<file path="src/rtl/mcd_pkg.sv">
package mcd_pkg;
  localparam int OINT  = 8;  // integer bits of the output format
  localparam int QFRAC = 8;  // fraction bits produced by the divider

  function automatic int max2(input int a, input int b);
    return (a > b) ? a : b;
  endfunction
endpackage

</file>
<file path="src/rtl/mcd_coef_bank.sv">
module mcd_coef_bank #(
  parameter int TW    = 16,
  parameter int GW    = 16,
  parameter int GFRAC = 14
) (
  input  logic          clk,
  input  logic          rst_n,
  input  logic          wr_en,
  input  logic [TW-1:0] t_wr,
  input  logic [GW-1:0] g_wr,
  input  logic          swap,
  output logic [TW-1:0] t_act,
  output logic [GW-1:0] g_act,
  output logic [TW-1:0] t_shd,
  output logic [GW-1:0] g_shd
);
  localparam logic [GW-1:0] GONE = GW'(64'd1 << GFRAC);

  // shadow pair: written by the estimator at any time
  always_ff @(posedge clk or negedge rst_n) begin
    if (!rst_n) begin
      t_shd <= '0;
      g_shd <= GONE;
    end else if (wr_en) begin
      t_shd <= t_wr;
      g_shd <= g_wr;
    end
  end

  // working pair: changes only on a window boundary
  always_ff @(posedge clk or negedge rst_n) begin
    if (!rst_n) begin
      t_act <= '0;
      g_act <= GONE;
    end else if (swap) begin
      t_act <= t_shd;
      g_act <= g_shd;
    end
  end
endmodule

</file>
<file path="src/rtl/mcd_skew_front.sv">
module mcd_skew_front #(
  parameter int DW   = 16,
  parameter int WW   = 16,
  parameter int TW   = 16,
  parameter int GW   = 16,
  parameter int CHW  = 2,
  parameter int SH   = 20,
  parameter int DIFW = 17
) (
  input  logic            clk,
  input  logic            rst_n,
  input  logic            in_valid,
  input  logic [DW-1:0]   in_x,
  input  logic [WW-1:0]   in_w,
  input  logic [CHW-1:0]  in_tag,
  input  logic [TW-1:0]   t_act,
  input  logic [GW-1:0]   g_act,
  output logic            o_valid,
  output logic [CHW-1:0]  o_tag,
  output logic            o_neg,
  output logic [DIFW-1:0] o_mag,
  output logic [GW-1:0]   o_g
);
  localparam int PW = TW + WW;

  // stage 0: capture sample together with its coefficient pair
  logic                 v0;
  logic signed [DW-1:0] x0;
  logic signed [WW-1:0] w0;
  logic signed [TW-1:0] t0;
  logic [GW-1:0]        g0;
  logic [CHW-1:0]       tag0;

  always_ff @(posedge clk or negedge rst_n) begin
    if (!rst_n) begin
      v0 <= 1'b0; x0 <= '0; w0 <= '0; t0 <= '0; g0 <= '0; tag0 <= '0;
    end else begin
      v0 <= in_valid; x0 <= in_x; w0 <= in_w; t0 <= t_act; g0 <= g_act; tag0 <= in_tag;
    end
  end

  // stage 1: skew product
  logic                 v1;
  logic signed [DW-1:0] x1;
  logic signed [PW-1:0] prod1;
  logic [GW-1:0]        g1;
  logic [CHW-1:0]       tag1;

  always_ff @(posedge clk or negedge rst_n) begin
    if (!rst_n) begin
      v1 <= 1'b0; x1 <= '0; prod1 <= '0; g1 <= '0; tag1 <= '0;
    end else begin
      v1 <= v0; x1 <= x0; prod1 <= t0 * w0; g1 <= g0; tag1 <= tag0;
    end
  end

  // stage 2: subtract, split into sign and magnitude
  logic signed [PW-1:0]   term_c;
  logic signed [DIFW-1:0] diff_c;
  logic [DIFW-1:0]        mag_c;

  always_comb begin
    term_c = prod1 >>> SH;
    diff_c = DIFW'(x1) - DIFW'(term_c);
    mag_c  = diff_c[DIFW-1] ? DIFW'(-diff_c) : DIFW'(diff_c);
  end

  always_ff @(posedge clk or negedge rst_n) begin
    if (!rst_n) begin
      o_valid <= 1'b0; o_tag <= '0; o_neg <= 1'b0; o_mag <= '0; o_g <= '0;
    end else begin
      o_valid <= v1; o_tag <= tag1; o_neg <= diff_c[DIFW-1]; o_mag <= mag_c; o_g <= g1;
    end
  end
endmodule

</file>
<file path="src/rtl/mcd_div_step.sv">
module mcd_div_step #(
  parameter int NUMW = 31,
  parameter int GW   = 16,
  parameter int CHW  = 2
) (
  input  logic            clk,
  input  logic            rst_n,
  input  logic            i_valid,
  input  logic [CHW-1:0]  i_tag,
  input  logic            i_neg,
  input  logic [GW-1:0]   i_d,
  input  logic [GW-1:0]   i_rem,
  input  logic [NUMW-1:0] i_num,
  input  logic [NUMW-1:0] i_quot,
  output logic            o_valid,
  output logic [CHW-1:0]  o_tag,
  output logic            o_neg,
  output logic [GW-1:0]   o_d,
  output logic [GW-1:0]   o_rem,
  output logic [NUMW-1:0] o_num,
  output logic [NUMW-1:0] o_quot
);
  logic [GW:0]   trial;
  logic [GW:0]   less;
  logic          take;
  logic [GW-1:0] rem_n;

  // one restoring step: bring down the next numerator bit, try the divisor
  always_comb begin
    trial = {i_rem, i_num[NUMW-1]};
    less  = trial - {1'b0, i_d};
    take  = (trial >= {1'b0, i_d});
    rem_n = take ? less[GW-1:0] : trial[GW-1:0];
  end

  always_ff @(posedge clk or negedge rst_n) begin
    if (!rst_n) begin
      o_valid <= 1'b0; o_tag <= '0; o_neg <= 1'b0; o_d <= '0;
      o_rem <= '0; o_num <= '0; o_quot <= '0;
    end else begin
      o_valid <= i_valid;
      o_tag   <= i_tag;
      o_neg   <= i_neg;
      o_d     <= i_d;
      o_rem   <= rem_n;
      o_num   <= {i_num[NUMW-2:0], 1'b0};
      o_quot  <= {i_quot[NUMW-2:0], take};
    end
  end
endmodule

</file>
<file path="src/rtl/mismatch_corrector.sv">
module mismatch_corrector #(
  parameter int DW    = 16,
  parameter int XFRAC = 8,
  parameter int WW    = 16,
  parameter int WFRAC = 14,
  parameter int TW    = 16,
  parameter int TFRAC = 14,
  parameter int GW    = 16,
  parameter int GFRAC = 14,
  parameter int OFRAC = 8,
  parameter int CHW   = 2
) (
  input  logic                             clk,
  input  logic                             rst_n,
  input  logic                             in_valid,
  input  logic [DW-1:0]                    in_x,
  input  logic [WW-1:0]                    in_w,
  input  logic [CHW-1:0]                   in_tag,
  input  logic                             coef_wr,
  input  logic [TW-1:0]                    coef_t,
  input  logic [GW-1:0]                    coef_g,
  input  logic                             win_swap,
  output logic                             out_valid,
  output logic [CHW-1:0]                   out_tag,
  output logic [mcd_pkg::OINT+OFRAC-1:0]   out_data
);
  localparam int OW      = mcd_pkg::OINT + OFRAC;
  localparam int PW      = TW + WW;
  localparam int SH      = TFRAC + WFRAC - XFRAC;
  localparam int DIFW    = mcd_pkg::max2(DW, PW - SH) + 1;
  localparam int PRE     = GFRAC + mcd_pkg::QFRAC - XFRAC;
  localparam int NUMW    = DIFW + PRE;
  localparam int LATENCY = NUMW + 4;
  localparam int DROP    = mcd_pkg::QFRAC - OFRAC;
  localparam logic [NUMW-1:0] LIM_POS = NUMW'((64'd1 << (OW - 1)) - 64'd1);
  localparam logic [NUMW-1:0] LIM_NEG = NUMW'(64'd1 << (OW - 1));

  // reduce the 8-fraction-bit magnitude to the output format and clamp
  function automatic logic [OW-1:0] fmt_sat(input logic [NUMW-1:0] q, input logic neg);
    logic [NUMW-1:0] qs;
    logic [OW-1:0]   r;
    qs = q >> DROP;
    if (neg) r = (qs > LIM_NEG) ? {1'b1, {(OW-1){1'b0}}} : OW'(~qs + NUMW'(1));
    else     r = (qs > LIM_POS) ? {1'b0, {(OW-1){1'b1}}} : qs[OW-1:0];
    return r;
  endfunction

  // coefficient double buffer
  logic [TW-1:0] act_t, shd_t;
  logic [GW-1:0] act_g, shd_g;

  mcd_coef_bank #(.TW(TW), .GW(GW), .GFRAC(GFRAC)) u_bank (
    .clk(clk), .rst_n(rst_n), .wr_en(coef_wr), .t_wr(coef_t), .g_wr(coef_g),
    .swap(win_swap), .t_act(act_t), .g_act(act_g), .t_shd(shd_t), .g_shd(shd_g)
  );

  // skew removal front end
  logic            fe_valid, fe_neg;
  logic [CHW-1:0]  fe_tag;
  logic [DIFW-1:0] fe_mag;
  logic [GW-1:0]   fe_g;

  mcd_skew_front #(.DW(DW), .WW(WW), .TW(TW), .GW(GW), .CHW(CHW), .SH(SH), .DIFW(DIFW)) u_front (
    .clk(clk), .rst_n(rst_n), .in_valid(in_valid), .in_x(in_x), .in_w(in_w), .in_tag(in_tag),
    .t_act(act_t), .g_act(act_g), .o_valid(fe_valid), .o_tag(fe_tag), .o_neg(fe_neg),
    .o_mag(fe_mag), .o_g(fe_g)
  );

  // restoring divider, one stage per quotient bit
  logic            dv_v   [NUMW+1];
  logic [CHW-1:0]  dv_tag [NUMW+1];
  logic            dv_neg [NUMW+1];
  logic [GW-1:0]   dv_d   [NUMW+1];
  logic [GW-1:0]   dv_rem [NUMW+1];
  logic [NUMW-1:0] dv_num [NUMW+1];
  logic [NUMW-1:0] dv_q   [NUMW+1];

  assign dv_v[0]   = fe_valid;
  assign dv_tag[0] = fe_tag;
  assign dv_neg[0] = fe_neg;
  assign dv_d[0]   = fe_g;
  assign dv_rem[0] = '0;
  assign dv_num[0] = {fe_mag, {PRE{1'b0}}};
  assign dv_q[0]   = '0;

  for (genvar s = 0; s < NUMW; s++) begin : g_div
    mcd_div_step #(.NUMW(NUMW), .GW(GW), .CHW(CHW)) u_step (
      .clk(clk), .rst_n(rst_n),
      .i_valid(dv_v[s]), .i_tag(dv_tag[s]), .i_neg(dv_neg[s]), .i_d(dv_d[s]),
      .i_rem(dv_rem[s]), .i_num(dv_num[s]), .i_quot(dv_q[s]),
      .o_valid(dv_v[s+1]), .o_tag(dv_tag[s+1]), .o_neg(dv_neg[s+1]), .o_d(dv_d[s+1]),
      .o_rem(dv_rem[s+1]), .o_num(dv_num[s+1]), .o_quot(dv_q[s+1])
    );
  end

  // named event for the checker: sign leaving the divider
  logic tail_neg;
  assign tail_neg = dv_neg[NUMW];

  logic unused_tail;
  assign unused_tail = ^{dv_rem[NUMW], dv_num[NUMW], dv_d[NUMW]};

  // output register
  always_ff @(posedge clk or negedge rst_n) begin
    if (!rst_n) begin
      out_valid <= 1'b0;
      out_tag   <= '0;
      out_data  <= '0;
    end else begin
      out_valid <= dv_v[NUMW];
      out_tag   <= dv_tag[NUMW];
      out_data  <= fmt_sat(dv_q[NUMW], dv_neg[NUMW]);
    end
  end
endmodule

</file>
<file path="config.mk">
export PLATFORM = sky130hd
export DESIGN_NAME = mismatch_corrector
export DESIGN_NICKNAME = d
export VERILOG_FILES = /design/src/rtl/mcd_pkg.sv /design/src/rtl/mcd_coef_bank.sv /design/src/rtl/mcd_skew_front.sv /design/src/rtl/mcd_div_step.sv /design/src/rtl/mismatch_corrector.sv
export SDC_FILE = /design/constraint.sdc
export NUM_CORES = 2
export LEC_CHECK = 0
export BUFFER_PORTS_ARGS = -buffer_cell sky130_fd_sc_hd__clkbuf_2
export CAP_MARGIN = 20
export CORE_ASPECT_RATIO = 0.5
export CORE_MARGIN = 2
export CORE_UTILIZATION = 54
export CTS_BUF_LIST = sky130_fd_sc_hd__clkbuf_8
export CTS_CLUSTER_DIAMETER = 100
export DETAILED_ROUTE_END_ITERATION = 10
export PLACE_DENSITY = 0.77
export SYNTH_ARGS = -nofsm -noshare
export SYNTH_HDL_FRONTEND = slang
export SYNTH_SLANG_ARGS = --single-unit
</file>
<file path="constraint.sdc">
create_clock -name clk -period 7.2 [get_ports clk]
set_clock_uncertainty 0.15 [all_clocks]
set_input_delay 0 -clock clk [delete_from_list [all_inputs] [get_ports clk]]
set_output_delay 0 -clock clk [all_outputs]
set_load 0.005 [all_outputs]
</file>
Yosys cells after proc, flatten, opt, wreduce, memory -nomap -nowiden. Index checks and enable logic that the tools add are counted.

Magnitude comparators: 33. Mux-type cells: 34. Bitwise operators: 1. Add/subtract/negate cells: 33. Multipliers: 1.

Operator list (count): $mux W16 (33); $ge A17 B16 Y1 (30); $sub A16 B16 Y16 (29); $mul A16 B16 Y32 (1); $gt A31 B15 Y1 const B (1); $gt A31 B16 Y1 const B (1); $mux W17 (1); $neg A17 Y17 (1); $sub A16 B12 Y17 (1); $add A16 B1 Y16 const B (1); $ge A1 B16 Y1 (1); $not A16 Y16 (1); $sub A1 B16 Y16 (1).

Logic and storage cells: 325. Register bits: 1970. Output and inout bits: 19.

Logic depth before layout (Yosys ltp).
Depth in word-level cells: 4. Depth in mapped cells: 24. Gate-level depth less buffers: 23.

Hierarchy. A second synthesis with hierarchy kept.

Cell total of the unflattened synthesis: 9560. Area, all modules: 131389.8 um^2.

By module, submodules not included: mcd_div_step at g_div[14].u_step ... (area an instance 3668.5 um^2, sequential area each 2427.3 um^2, cells each 256, instances 22); mcd_div_step at g_div[0].u_step ... (area an instance 3583.4 um^2, sequential area each 2427.3 um^2, cells each 254, instances 8); mcd_skew_front (area an instance 14614.0 um^2, sequential area each 3778.6 um^2, cells each 1385, instances 1); mcd_div_step at g_div[24].u_step (area an instance 3592.2 um^2, sequential area each 2427.3 um^2, cells each 259, instances 1); mcd_coef_bank (area an instance 2692.6 um^2, sequential area each 1604.0 um^2, cells each 136, instances 1); mismatch_corrector (area an instance 1116.1 um^2, sequential area each 475.5 um^2, cells each 116, instances 1).

Worst setup path before layout. No wires, ideal clock.

Kind: reg-to-reg. Start point: reg u_front.w0[1]. End point: reg u_front.prod1[31]. Cell stages (with the launch flop): 21. Data required time: 6.970 ns. Slack: 1.128 ns. Buffers on the path: 1. Library setup time: 0.080 ns. Arrival: 5.842 ns. Cell sequence: dfrtp_1 clkbuf_1 nand2_1 inv_1 fa_1 inv_1 fa_1 inv_1 fa_1 fa_1 fa_1 inv_1 fa_1 inv_1 ha_1 o21a_1 a21oi_1 a31o_2 o21ai_0 o41ai_1 xnor2_1.

Word-level cells in the longest chain between the ends: 1.

RTL lines: start, declared (RTL line mcd_skew_front.sv:29) `logic signed [WW-1:0] w0;`; start signal, assigned (RTL line mcd_skew_front.sv:38) `v0 <= in_valid; x0 <= in_x; w0 <= in_w; t0 <= t_act; g0 <= g_act; tag0 <= in_tag;`; $mul A16 B16 Y32 (RTL line mcd_skew_front.sv:53) `v1 <= v0; x1 <= x0; prod1 <= t0 * w0; g1 <= g0; tag1 <= tag0;`; end signal, assigned (RTL line mcd_skew_front.sv:51) `v1 <= 1'b0; x1 <= '0; prod1 <= '0; g1 <= '0; tag1 <= '0;`; end signal, assigned (RTL line mcd_skew_front.sv:53); end, declared (RTL line mcd_skew_front.sv:45) `logic signed [PW-1:0] prod1;`.

No other way between the ends. A chain may end at the register's enable or synchronous reset.

Worst setup path in the final report.
Start point: reg u_front.w0[2]. End point: reg u_front.prod1[31].

The elaborated chain is that of the path after synthesis.

==> results_dict.tcl <==
set metrics [dict create \
    portBuffers 89 \
    crit_family "adder cells" \
    worstPathCellList "nand2_1 -> fa_1 -> fa_1 -> fa_1 -> inv_1 -> fa_1 -> fa_1 -> inv_1 -> fa_1 -> inv_1 -> ha_1 -> a21o_1 -> a21oi_1 -> o21ai_0 -> o211ai_1 -> a21o_1 -> a31o_2 -> o21ai_0 -> o41ai_1 -> xnor2_1" \
    synthFlopType "dfrtp_1" \
    hold_viol_final 0 \
    maxCapViolCount 0 \
    min_path_type "reg -> reg" \
    critPathMaxFanout 16 \
    dp_hpwl_um 112600 \
    synthDistinctLibCells 76 \
    grtUsageTotal 0.1974 \
    max-vdd-ir-drop_v 0.001340 \
    drive_above_1_share 0.09644 \
    die_h_um 288.6 \
    worstSetupEndpointType "register" \
    worstSetupPathType "reg -> reg" \
    yosysSeqAreaShare 0.5580 \
    rsz0062_at_grt "false" \
    grt_overflow 0 \
    syn_nets 8290 \
    cp.required_ns 7.82 \
    synth_top_area_frac 0.5574 \
    post-place-ws_ns 0.4722 \
    outcome "completed" \
    clk_pin_slew_ns 0.07 \
    yosysWarningCount 0 \
    tightestPinTransition_ns 1.081 \
    final.setup.tns_ns 0 \
    cp_common_cell "fa_1" \
    ctsRootBufferMaster "clkbuf_8" \
    critPathSlowestCell "dfrtp_1" \
    cts_tree "built" \
    leakage_nw 48.67 \
    maxSlewViolCount 0 \
    antenna_left 0 \
    syn_inst 7349 \
    area_delta_synth_final_pct 12.00 \
    fin_nets 8741 \
    clock.fmax_mhz 147.4 \
    route.detailed.drc 0 \
    cts_max_level 5 \
    drt-initial-drc-count 2592 \
    ys_seq_elements 1950 \
    relSlewSlack 0.2792 \
    grt_max_degree 197 \
    wirelength_um 157600 \
    clkSinkCount 1950 \
    post_synth.cell_area_avg_um2 11.90 \
    core_area_um2 160800 \
    setup_ws_ns 0.4159 \
    gp_congestion 0.8837 \
    netlist_area_um2 87450 \
    yosysTopAreaCell "dfrtp_1" \
    dieArea_um2 165400 \
    worstPathArrival_ns 7.40 \
    synth-edff-count 0 \
    critPathLaunchType "register" \
    drt_first_pass_iters 5 \
    period_needed_ns 6.784 \
    grt_pass1_wl_um 267900 \
    num_rows 104 \
    crit_buf_inv 3 \
    clk_path_buf_depth 4 \
    ios 90 \
    antenna_found_initial 3 \
    fin_crit_sh 0.9422 \
    clock_latency_ns 0.90 \
    die_w_um 573.1 \
    setup_viol 0 \
    powerDensity_nw_per_um2 501.1 \
    grt_pass1_vias 56141 \
    final_cell_mix "1947 x dfrtp_1, 1059 x inv_1, 579 x ha_1" \
    vias 52400 \
    cts_setup_buffers 0 \
    drt-wirelength-per-cell_um 15.48 \
    layout_commonest_cell "dfrtp_1" \
    vias_per_cell 5.148 \
    slowest_delay_ns 0.78 \
    nFillCells 12440 \
    synthArstFlopShare 1.000 \
    cts-buffers-inserted 284 \
    start_util 0.5438 \
    yosys-top-cells-area "dfrtp_1 56%, ha_1 8.3%, fa_1 6.7%" \
]
==> flip-flops by register name (all words and copies together), names as in the netlist, 17 cells and up <==
name,flops
g_div.u_step.o_neg,31
g_div.u_step.o_d,480
g_div.u_step.o_rem,480
u_front.o_mag,17
g_div.u_step.o_tag,62
g_div.u_step.o_quot,496
g_div.u_step.o_valid,31
g_div.u_step.o_num,136
==> repair_timing <==
action | 4_1_cts | 5_1_grt
endpoints found under the hold margin | 1390 | 0
setup endpoints to repair | 0 | 1
resized for setup | 0 | 1
hold buffers | 170 | 0
==> through the flow <==
step / instance area (um^2) / hold WS [ns] / util / power [mW] / instances
floorplan: 87450 / -0.4456 / - / 34.81 / 7349
global placement: 90490 / -0.04162 / 0.5626 / 39.40 / 9516
detailed placement: 90490 / -0.04035 / 0.5626 / 40.40 / 9516
CTS: 97930 / 0.04596 / 0.6089 / 49.58 / 10177
global route: 97950 / 0.08484 / 0.6090 / 53.75 / 10179
finish: 97950 / 0.1332 / 0.6090 / 49.09 / 10179
==> worst register-to-register path, cell delays in order, from the launching register on <==
cell      delay [ns]
dfrtp_1         0.78
nand2_1         0.17
fa_1            0.56
fa_1            0.44
fa_1            0.52
inv_1           0.05
fa_1            0.47
fa_1            0.55
inv_1           0.06
fa_1            0.53
inv_1           0.04
ha_1            0.30
a21o_1          0.16
a21oi_1         0.13
o21ai_0         0.14
o211ai_1        0.49
a21o_1          0.24
a31o_2          0.22
o21ai_0         0.14
o41ai_1         0.40
xnor2_1         0.17
==> where the power goes <==
group	total [mW]	switching, mW	internal, mW	leakage (nW)
registers	15.6	1.44	14.2	23.6
clock network	8.83	4.11	4.73	3.27
logic	24.6	13.7	10.9	21.8
total	49.1	19.3	29.8	48.7
==> layout make-up <==
type	instances	area, um^2	area share
clock buffers	357	4913	0.05016
multi-input cells	4292	34500	0.3522
diodes	1	2.502	0.00002555
inverters	979	3675	0.03752
well taps	2173	2719	0.02776
repair buffers	293	2530	0.02583
clock inverters	134	808.3	0.008252
flip-flops and latches	1950	48800	0.4982
==> synth_stat cells (all sizes together) (32+ instances only) <==
master and number:
nor2 224, or2 32, nor2b 102, a31oi 42, mux2i 62, nand2b 111
nor3 91, and2 135, nand2 545, o21ai 456, nand3 43, clkbuf 117
inv 979, o211ai 32, a21oi 297, nand4 76, a31o 37, mux2 148
xnor2 182, xor2 214, ha 579, o31ai 40, fa 291, a21o 143
o21a 124, dfrtp 1948
==> kinds of logic after synthesis <==
kind of cell / after synthesis / synth area share
muxes: 210 / 0.02615
adders and majority gates: 870 / 0.1495
xor gates and xnor gates: 396 / 0.03974
AOI/OAI and AO/OA: 1357 / 0.09736
and+or+nand+nor: 1459 / 0.08161
DFF: 1950 / 0.5580
buffers and inverters: 1107 / 0.04769
==> metal layers <==
metal,global-route usage,part of all wire
met5,0,0
met4,0.08287,0.039
met3,0.03225,0.035
met2,0.3735,0.53
met1,0.2213,0.39
==> worst paths after layout <==
kind | from | to | slack (ns) | cells past startpoint
min in group asynchronous | rst_n | g_div[22].u_step.o_rem[12] | 0.40 | 4
max in group asynchronous | rst_n | g_div[13].u_step.o_rem[12] | 5.03 | 5
worst max-delay path | u_front.w0[2] | u_front.prod1[31] | 0.42 | 20
worst min register to register | g_div[0].u_step.o_num[22] | g_div[1].u_step.o_num[23] | 0.13 | 0
worst min-delay path | g_div[0].u_step.o_num[22] | g_div[1].u_step.o_num[23] | 0.13 | 0
worst max register to register | u_front.w0[2] | u_front.prod1[31] | 0.42 | 20
Power figures use the tool's default switching activity.
